--- src/rtl/spi_cmd_pkg.sv ---
package spi_cmd_pkg;
    localparam int BYTE_W = 8;
    localparam int NUM_CS = 4;
    localparam int LEN_W  = $clog2(BYTE_W);
    localparam int DIV_W  = 16;

    typedef struct packed {
        logic [LEN_W-1:0]  len;
        logic              rx_ign;
        logic              eot;
        logic [NUM_CS-1:0] cs_n;
        logic [BYTE_W-1:0] data;
    } tx_word_t;

    localparam int TXW_W = $bits(tx_word_t);

    typedef enum logic [1:0] {
        ENG_IDLE  = 2'd0,
        ENG_SHIFT = 2'd1,
        ENG_HOLD  = 2'd2
    } eng_state_e;
endpackage

--- src/rtl/spi_cmd_fifo.sv ---
module spi_cmd_fifo #(
    parameter int WIDTH = 8,
    parameter int DEPTH = 4
) (
    input  logic             clk,
    input  logic             rst_n,
    input  logic             push,
    input  logic [WIDTH-1:0] din,
    input  logic             pop,
    input  logic             flush,
    output logic [WIDTH-1:0] dout,
    output logic             full,
    output logic             empty
);
    localparam int AW = (DEPTH > 1) ? $clog2(DEPTH) : 1;
    localparam logic [AW:0] FULL_CNT = (AW+1)'(DEPTH);

    typedef struct packed {
        logic [DEPTH-1:0][WIDTH-1:0] mem;
        logic [AW:0]                 wptr;
        logic [AW:0]                 rptr;
    } fifo_regs_t;

    fifo_regs_t q, d;
    logic [AW:0] level;
    logic        do_push, do_pop;

    always_comb begin
        d       = q;
        level   = q.wptr - q.rptr;
        full    = (level == FULL_CNT);
        empty   = (q.wptr == q.rptr);
        do_push = push && !full;
        do_pop  = pop && !empty;
        dout    = q.mem[q.rptr[AW-1:0]];
        if (flush) begin
            d.wptr = '0;
            d.rptr = '0;
        end else begin
            if (do_push) begin
                d.mem[q.wptr[AW-1:0]] = din;
                d.wptr = q.wptr + 1'b1;
            end
            if (do_pop) begin
                d.rptr = q.rptr + 1'b1;
            end
        end
    end

    always_ff @(posedge clk or negedge rst_n) begin
        if (!rst_n) begin
            q <= '0;
        end else begin
            q <= d;
        end
    end

    // a push into a full queue leaves the head entry and the full state alone
    assert_full_hold_R13: assert property (@(posedge clk) disable iff (!rst_n)
        (push && full && !pop && !flush) |=> (full && $stable(dout)));

    // occupancy never exceeds the configured depth
    assert_level_bound_R13: assert property (@(posedge clk) disable iff (!rst_n)
        (q.wptr - q.rptr) <= FULL_CNT);
endmodule

--- src/rtl/spi_sck_tick.sv ---
module spi_sck_tick #(
    parameter int DIV_W = 16
) (
    input  logic             clk,
    input  logic             rst_n,
    input  logic             run,
    input  logic [DIV_W-1:0] div,
    output logic             tick
);
    typedef struct packed {
        logic [DIV_W-1:0] cnt;
    } tick_regs_t;

    tick_regs_t q, d;

    always_comb begin
        d    = q;
        tick = run && (q.cnt >= div);
        if (!run || tick) begin
            d.cnt = '0;
        end else begin
            d.cnt = q.cnt + 1'b1;
        end
    end

    always_ff @(posedge clk or negedge rst_n) begin
        if (!rst_n) begin
            q <= '0;
        end else begin
            q <= d;
        end
    end

    // with a ratio above one, two ticks never fall on adjacent cycles
    assert_tick_gap_R5: assert property (@(posedge clk) disable iff (!rst_n)
        (tick && div != '0) |=> (!tick || div != $past(div)));
endmodule

--- src/rtl/spi_frame_engine.sv ---
module spi_frame_engine
    import spi_cmd_pkg::*;
(
    input  logic              clk,
    input  logic              rst_n,
    input  logic              run,
    input  logic              tick,
    input  logic              cpol,
    input  logic              cpha,
    input  logic              word_avail,
    input  tx_word_t          word,
    output logic              word_take,
    input  logic              cipo,
    output logic              sck,
    output logic              copi,
    output logic [NUM_CS-1:0] cs_n,
    output logic              rx_push,
    output logic [BYTE_W-1:0] rx_byte
);
    typedef struct packed {
        eng_state_e        state;
        tx_word_t          word;
        logic [LEN_W-1:0]  idx;
        logic [BYTE_W-1:0] rx;
        logic              sck;
        logic              copi;
        logic [NUM_CS-1:0] cs_n;
    } eng_regs_t;

    eng_regs_t        q, d;
    logic             leading;
    logic [LEN_W-1:0] idx_m1;

    always_comb begin
        d         = q;
        word_take = 1'b0;
        rx_push   = 1'b0;
        leading   = (q.sck == cpol);
        idx_m1    = q.idx - 1'b1;
        if (!run) begin
            d.state = ENG_IDLE;
            d.sck   = cpol;
            d.cs_n  = '1;
        end else begin
            if (q.state == ENG_IDLE) begin
                d.sck = cpol;
            end
            if (tick) begin
                unique case (q.state)
                    ENG_IDLE: begin
                        if (word_avail) begin
                            word_take = 1'b1;
                            d.word    = word;
                            d.idx     = word.len;
                            d.copi    = word.data[word.len];
                            d.rx      = '0;
                            d.cs_n    = word.cs_n;
                            d.state   = ENG_SHIFT;
                        end
                    end
                    ENG_SHIFT: begin
                        d.sck = ~q.sck;
                        if (leading) begin
                            if (!cpha) begin
                                d.rx = {q.rx[BYTE_W-2:0], cipo};
                            end else begin
                                d.copi = q.word.data[q.idx];
                            end
                        end else begin
                            if (cpha) begin
                                d.rx = {q.rx[BYTE_W-2:0], cipo};
                            end
                            if (q.idx == '0) begin
                                d.state = ENG_HOLD;
                            end else begin
                                d.idx = idx_m1;
                                if (!cpha) begin
                                    d.copi = q.word.data[idx_m1];
                                end
                            end
                        end
                    end
                    ENG_HOLD: begin
                        rx_push = !q.word.rx_ign;
                        if (q.word.eot) begin
                            d.cs_n = '1;
                        end
                        d.state = ENG_IDLE;
                    end
                    default: d.state = ENG_IDLE;
                endcase
            end
        end
    end

    always_ff @(posedge clk or negedge rst_n) begin
        if (!rst_n) begin
            q       <= '0;
            q.state <= ENG_IDLE;
            q.cs_n  <= '1;
        end else begin
            q <= d;
        end
    end

    assign sck     = q.sck;
    assign copi    = q.copi;
    assign cs_n    = q.cs_n;
    assign rx_byte = q.rx;

    // the selects do not move while bits are being shifted
    assert_cs_steady_R1: assert property (@(posedge clk) disable iff (!rst_n)
        (q.state == ENG_SHIFT && run) |=> $stable(cs_n));

    // a stopped engine rests SCK at the polarity level and releases all selects
    assert_sck_rest_R7: assert property (@(posedge clk) disable iff (!rst_n)
        !run |=> (sck == $past(cpol) && cs_n == '1));

    // the bit index stays within the frame length
    assert_len_bound_R4: assert property (@(posedge clk) disable iff (!rst_n)
        (q.state == ENG_SHIFT) |-> (q.idx <= q.word.len));
endmodule

--- src/rtl/spi_cmd_ctrl.sv ---
module spi_cmd_ctrl
    import spi_cmd_pkg::*;
#(
    parameter int FIFO_DEPTH = 4
) (
    input  logic              clk,
    input  logic              rst_n,
    input  logic              cfg_enable,
    input  logic              cfg_controller,
    input  logic              cfg_cpol,
    input  logic              cfg_cpha,
    input  logic [DIV_W-1:0]  cfg_div,
    input  logic              tx_push,
    input  logic [TXW_W-1:0]  tx_word,
    input  logic              rx_pop,
    output logic [BYTE_W-1:0] rx_data,
    input  logic              tx_flush,
    input  logic              rx_flush,
    input  logic [1:0]        err_clr,
    output logic              st_tx_empty,
    output logic              st_tx_not_full,
    output logic              st_rx_not_empty,
    output logic              st_tx_err,
    output logic              st_rx_err,
    output logic              sck,
    output logic              copi,
    input  logic              cipo,
    output logic [NUM_CS-1:0] cs_n
);
    typedef struct packed {
        logic tx_err;
        logic rx_err;
    } err_regs_t;

    err_regs_t         q, d;
    logic              run, tick;
    logic [TXW_W-1:0]  tx_dout;
    tx_word_t          tx_head;
    logic              tx_full, tx_empty, rx_full, rx_empty;
    logic              eng_take, eng_rx_push, tx_avail;
    logic [BYTE_W-1:0] eng_rx_byte;
    logic              tx_drop, rx_drop;

    assign run      = cfg_enable && cfg_controller;
    assign tx_head  = tx_word_t'(tx_dout);
    assign tx_avail = !tx_empty && !tx_flush;

    spi_cmd_fifo #(.WIDTH(TXW_W), .DEPTH(FIFO_DEPTH)) u_tx_fifo (
        .clk(clk), .rst_n(rst_n), .push(tx_push), .din(tx_word),
        .pop(eng_take), .flush(tx_flush), .dout(tx_dout),
        .full(tx_full), .empty(tx_empty)
    );

    spi_cmd_fifo #(.WIDTH(BYTE_W), .DEPTH(FIFO_DEPTH)) u_rx_fifo (
        .clk(clk), .rst_n(rst_n), .push(eng_rx_push), .din(eng_rx_byte),
        .pop(rx_pop), .flush(rx_flush), .dout(rx_data),
        .full(rx_full), .empty(rx_empty)
    );

    spi_sck_tick #(.DIV_W(DIV_W)) u_tick (
        .clk(clk), .rst_n(rst_n), .run(run), .div(cfg_div), .tick(tick)
    );

    spi_frame_engine u_engine (
        .clk(clk), .rst_n(rst_n), .run(run), .tick(tick),
        .cpol(cfg_cpol), .cpha(cfg_cpha),
        .word_avail(tx_avail), .word(tx_head), .word_take(eng_take),
        .cipo(cipo), .sck(sck), .copi(copi), .cs_n(cs_n),
        .rx_push(eng_rx_push), .rx_byte(eng_rx_byte)
    );

    always_comb begin
        d        = q;
        tx_drop  = tx_push && tx_full && !tx_flush;
        rx_drop  = eng_rx_push && rx_full && !rx_flush;
        d.tx_err = (q.tx_err && !err_clr[0]) || tx_drop;
        d.rx_err = (q.rx_err && !err_clr[1]) || rx_drop;
    end

    always_ff @(posedge clk or negedge rst_n) begin
        if (!rst_n) begin
            q <= '0;
        end else begin
            q <= d;
        end
    end

    assign st_tx_empty     = tx_empty;
    assign st_tx_not_full  = !tx_full;
    assign st_rx_not_empty = !rx_empty;
    assign st_tx_err       = q.tx_err;
    assign st_rx_err       = q.rx_err;

    // an error flag stays up until its clear bit is written
    assert_tx_err_sticky_R9: assert property (@(posedge clk) disable iff (!rst_n)
        (st_tx_err && !err_clr[0]) |=> st_tx_err);
    assert_rx_err_sticky_R9: assert property (@(posedge clk) disable iff (!rst_n)
        (st_rx_err && !err_clr[1]) |=> st_rx_err);

    // a completed frame meeting a full receive queue raises the flag and the queue stays full
    assert_rx_drop_R10: assert property (@(posedge clk) disable iff (!rst_n)
        (eng_rx_push && rx_full && !rx_pop && !rx_flush) |=> (st_rx_err && rx_full));

    // a transmit flush leaves the queue empty on the next cycle
    assert_tx_flush_R11: assert property (@(posedge clk) disable iff (!rst_n)
        tx_flush |=> st_tx_empty);
endmodule

--- config.mk ---
export PLATFORM = sky130hd
export DESIGN_NAME = spi_cmd_ctrl
export DESIGN_NICKNAME = d
export VERILOG_FILES = /design/src/rtl/spi_cmd_pkg.sv /design/src/rtl/spi_cmd_fifo.sv /design/src/rtl/spi_sck_tick.sv /design/src/rtl/spi_frame_engine.sv /design/src/rtl/spi_cmd_ctrl.sv
export SDC_FILE = /design/constraint.sdc
export NUM_CORES = 1
export LEC_CHECK = 0
export CAP_MARGIN = 5
export CORE_MARGIN = 2
export CORE_UTILIZATION = 63
export DETAILED_ROUTE_END_ITERATION = 16
export PLACE_DENSITY = 0.94
export SYNTH_ARGS = -nofsm -noshare
export SYNTH_HDL_FRONTEND = slang
export SYNTH_SLANG_ARGS = --single-unit
--- constraint.sdc ---
create_clock -name clk -period 7.6 [get_ports clk]
set_input_delay 1.52 -clock clk [delete_from_list [all_inputs] [get_ports clk]]
set_output_delay 1.52 -clock clk [all_outputs]
set_load 0.005 [all_outputs]
**Word-level counts from Yosys, hierarchy flattened**

Index checks and enable logic that the tools add are counted.

- Register bits: 166
- Latch bits: 0
- Memory bits (writable): 0
- Bits in read-only memories: 0
- Input bits: 46
- Logic and storage cells: 166
- Memories: 0

- Add/sub/neg operators: 8
- Multiply operators: 0
- Div/mod/pow operators: 0
- $lt $le $gt $ge: 10
- Equal/unequal tests: 21
- Shift operators: 0
- Muxes and demuxes: 55
- Bitwise logic cells: 3
- Reductions and logical operators: 43

Operators by type and width:

| cell | count |
|---|---|
| bitwise mux 68 bit | 1 |
| two-way mux 17 bit | 3 |
| two-way mux 8 bit | 5 |
| two-way mux 36 bit | 1 |
| binary-select mux 17 bit (select 2 bit) | 1 |
| demux 17 bit (select 2 bit) | 1 |
| bitwise mux 32 bit | 1 |
| two-way mux 30 bit | 1 |
| one-hot mux 11 bit (2 select lines) | 1 |
| inequality test 3 bit (second input constant) | 7 |
| two-way mux 3 bit | 6 |
| two-way mux 1 bit | 17 |
| adder 16 x 1 -> 16 bit (second input constant) | 1 |
| binary-select mux 8 bit (select 2 bit) | 1 |
| demux 8 bit (select 2 bit) | 1 |
| >= comparator 16 bit | 1 |
| two-way mux 16 bit | 1 |
| logical AND 1 bit | 15 |
| adder 3 x 1 -> 3 bit (second input constant) | 4 |
| < comparator 2 x 3 -> 1 bit (second input constant) | 4 |
| < comparator 3 x 4 -> 1 bit (second input constant) | 3 |
| two-way mux 6 bit | 2 |
| AND reduction 4 bit | 3 |
| AND reduction 6 bit | 2 |
| other kinds (25) | 57 |

**Logic depth before layout (Yosys ltp)**

- Depth after elaboration: 10
- Depth in mapped cells: 10

**Hierarchy**

A second synthesis with hierarchy kept.

- Cells, all modules: 644
- Area total of the unflattened synthesis: 8340.5 µm²

By module, submodules not included:

| module | times used | cells an instance | area an instance (µm²) | seq. area each (µm²) |
|---|---|---|---|---|
| spi_cmd_fifo (u_tx_fifo) | 1 | 215 | 3444.6 | 1851.8 |
| spi_cmd_fifo (u_rx_fifo) | 1 | 128 | 1863.0 | 950.9 |
| spi_frame_engine | 1 | 162 | 1742.9 | 730.7 |
| spi_sck_tick | 1 | 127 | 1182.4 | 400.4 |
| spi_cmd_ctrl | 1 | 12 | 107.6 | 50.0 |

**Worst setup path before layout**

Ideal clock, no wire load.

- Kind: input-to-reg
- From: in cfg_div[11]
- To: reg u_rx_fifo.q[10] in the netlist's numbering
- Library setup time: 0.125 ns
- Data arrival time: 3.517 ns
- Data required time: 7.475 ns
- Slack: 3.958 ns
- Stages on the path: 8
- Cells stage by stage: inv_1 ha_1 a21oi_1 o21ai_0 a221oi_1 a31oi_2 nand2_2 mux2_2

- Longest elaborated chain between the ends: 6

Ends and longest elaborated chain:

| what | line | RTL |
|---|---|---|
| start: declaration | spi_cmd_ctrl.sv:12 | `input logic [DIV_W-1:0] cfg_div,` |
| >= comparator 16 bit | spi_sck_tick.sv:18 | `tick = run && (q.cnt >= div);` |
| logical AND 1 bit | spi_sck_tick.sv:18 |  |
| two-way mux 1 bit | spi_frame_engine.sv:48 | `if (tick) begin` |
| two-way mux 1 bit | spi_frame_engine.sv:40 | `if (!run) begin` |
| logical AND 1 bit | spi_cmd_fifo.sv:33 | `do_push = push && !full;` |
| AND reduction 2 bit (no line) | n/a |  |
| end signal: assignment | spi_cmd_fifo.sv:52 | `q <= '0;` |
| end signal: assignment | spi_cmd_fifo.sv:54 | `q <= d;` |
| end: declaration | spi_cmd_fifo.sv:24 | `fifo_regs_t q, d;` |

Every way passes these cells.
A chain may end at the register's enable or synchronous reset.

**Worst setup path in the final report**

- From: reg u_tx_fifo.q[1] in the netlist's numbering
- To: out st_tx_not_full

- Longest elaborated chain between the ends: 3

Ends and longest elaborated chain:

| what | line | RTL |
|---|---|---|
| start: declaration | spi_cmd_fifo.sv:24 |  |
| start signal: assignment | spi_cmd_fifo.sv:52 |  |
| start signal: assignment | spi_cmd_fifo.sv:54 |  |
| subtractor 3 bit | spi_cmd_fifo.sv:30 | `level = q.wptr - q.rptr;` |
| == test 3 bit | spi_cmd_fifo.sv:31 | `full = (level == FULL_CNT);` |
| zero test 1 bit | spi_cmd_ctrl.sv:89 | `assign st_tx_not_full = !tx_full;` |
| end: declaration | spi_cmd_ctrl.sv:21 | `output logic st_tx_not_full,` |

Every way passes these cells.

==> impl_metrics.toml <==
[cts]
clkLatencyLatePin_ps = 430
cts_resized = 0
numCtsBuffers = 17
cts_tree = "done"
clockRootBuffer = "clkbuf_16"
path_clk_slew_ps = 60
cts_htree_levels = 4
cts_setup_buffers = 0
cts.sinks = 159
cts_hold_buf = 0
cts_max_path_buffers = 2

[worst_setup_path]
r2r_slack_ps = 4070
worstSetupPathType = "flop to output port"
crit_chain = "inv_1 > ha_1 > nor2b_1 > xnor2_1 > nand3_1 > clkdlybuf4s50_1"
critical_path_buf_inv_count = 2
crit_arrival_ps = 3000
crit_family = "flip-flops"
cp_data_required_time_ps = 6080
worst_setup_path_start_kind = "flop"
crit_fanout = 19
slowest_stage = "dfrtp_1"
slowest_delay_ps = 990
endpoint_kind = "output port"

[floorplan]
floorplan.rows = 41
pin_count = 65
initial_core_util_pct = 64.2
die_y_um = 117
coreArea_sq_um = 12500
die_area_sq_um = 13700
die_w_um = 117

[place]
routabilityCongestion = 0.847
hpwl_mm = 11.4
port_buffers = 64
placed_cell_area_sq_um = 8780

[timing]
fin_crit_sh_pct = 59.4
min_period_ps = 4520
rsz0062_at_grt = "no"
slew_headroom_pct = 27.8
finClkSkew_ps = 9.02
hold_violations = 0
max_freq_ghz = 0.221
setup_viol = 0
slew_viol_final = 0
holdWs_ps = 500
finalSetupTns_ps = 0
worstMarginPinSlew_ps = 1080

[logic_synthesis]
synth-seq-cells = 159
seq_area_frac_synth_pct = 49.6
netlist_instances = 631
synth_area_leaders = "dfrtp_1 48%, mux2_2 16%, mux4_2 8.1%"
synth_common_cells = "155 x dfrtp_1, 112 x mux2_2, 40 x inv_1"
synth-edff-count = 0
mappedNetlistNets = 710
synth_area_sq_um = 8040
synth_top_area_cell = "dfrtp_1"
avgSynthCellArea_sq_um = 12.7
ys_async_sr_fraction_pct = 100
yosysWarnings = 0
yosysTopAreaCellShare_pct = 48.3
synth_most_common_cell = "dfrtp_1"
ys.flop_type = "dfrtp_1"
synthDistinctLibCells = 44

[worst_hold_path]
min_path_type = "flop to flop"

[detailed_routing]
ant_nets = 0
vias = 5282
wl_per_cell_um = 19.3
drtPass1Iterations = 4
drt_iter0_markers = 374
drt_wl_total_mm = 16.9
avgViaCountPerCell = 6.03
route.detailed.drc = 0

[finish]
layout.nets = 770
multi_input_area_sq_um = 3770
layout-drive-gt1-share_pct = 26.7
antenna_cells = 0
finish.instance_area_sq_um = 9380
syn_to_final_growth_pct = 16.8
fillers = 826
seqCellArea_sq_um = 3980

[global_route]
antenna_found_initial = 0
grt_use_total_pct = 27.1
grt_pass1_vias = 5695
grt_max_degree = 91
grt_pass1_wl_mm = 28.1
grt_overflow_total = 0

[power]
p_leak_nw = 4.28
vdd_drop_max_uv = 189
power.density_nw_per_um2 = 230

[flow_run]
max_cap_viol_count = 0

[status]
outcome = "complete, no violations"
[cell type report]
cell class	count	area share, %
Tap cell	172	2.29
Inverter	40	1.60
Timing Repair Buffer	66	7.00
Clock buffer	20	4.76
Sequential cell	159	42.5
Clock inverter	12	1.67
Multi-Input combinational cell	407	40.2
[worst paths after layout]
check	end	depth (start not counted)	from
setup / recovery	st_tx_not_full	6	u_tx_fifo.q[1]
hold / removal	u_tx_fifo.q[17]	1	u_tx_fifo.q[17]
setup reg to reg	u_engine.cs_n[3]	7	u_tx_fifo.q[1]
hold reg to reg	u_tx_fifo.q[17]	1	u_tx_fifo.q[17]
max in group asynchronous	u_tx_fifo.q[58]	2	rst_n
min in group asynchronous	u_tick.q[6]	1	rst_n
[through the flow]
step	worst slack [ps]	cells	util [%]	total power, mW
floorplan	3960	631	-	1.19
global placement	2960	844	70.2	1.27
detailed placement	2820	844	70.2	1.30
CTS	3100	876	75.0	2.17
global route	2950	876	75.0	2.24
finish	3080	876	75.0	2.16
[layer usage]
| metal | GRT usage [%] | vias to the layer above | share of wire (%) |
|---|---|---|---|
| met2 | 47.0 | 143 | 54 |
| met3 | 6.33 | 43 | 4.2 |
| met4 | 10.4 | 0 | 2.3 |
| li1 | - | 2380 | - |
| met5 | 0 | - | 0 |
| met1 | 33.1 | 2716 | 40 |
[flip-flops by register name, summed over array words and instances (netlist names)]
signal,flops
u_engine.q,15
u_rx_fifo.q,38
u_tx_fifo.q,74
st_rx_err,1
u_engine.sck,1
u_engine.rx_byte,8
u_engine.copi,1
u_tick.q,16
u_engine.cs_n,4
st_tx_err,1
[logic make-up after synthesis]
| logic type | share of synthesized area, % |
|---|---|
| mux | 25.9 |
| compound gates | 4.27 |
| fa+ha+maj | 5.14 |
| flops | 49.6 |
| simple gates | 8.80 |
| buf+inv | 3.46 |
| xor+xnor | 2.83 |
[layout by cell type, fill, tap and decap left out, types with 3 or more instances in the layout]
cell type / n
a21oi_1: 14
a311oi_1: 3
a31oi_1: 7
and3_1: 10
and4_1: 3
bufinv_16: 3
clkbuf_16: 17
clkdlybuf4s50_1: 63
clkinvlp_4: 4
dfrtp_1: 155
dfstp_2: 4
ha_1: 33
inv_1: 40
inv_6: 3
mux2_2: 112
mux2i_1: 17
mux4_2: 29
nand2_1: 27
nand2_2: 8
nand2b_1: 7
nand3_1: 19
nand3b_1: 3
nor2_1: 38
nor2b_1: 8
nor3_1: 3
nor3b_1: 8
o21ai_0: 12
xnor2_1: 12
xor2_1: 14
[where the power goes]
group	leakage [nW]	internal (mW)	switching [mW]
combinational	1.95	0.161	0.110
sequential	2.05	0.957	0.0601
clock	0.283	0.526	0.342
[worst register-to-register path, cell delays in order, from the launching register on]
cell and delay (ps):
dfrtp_1 990, inv_1 230, ha_1 430, a31oi_1 520, mux2i_1 160, a311oi_1 730
nor3b_1 270, o21ai_0 110
Note: power is estimated with default switching activity, not from simulation.
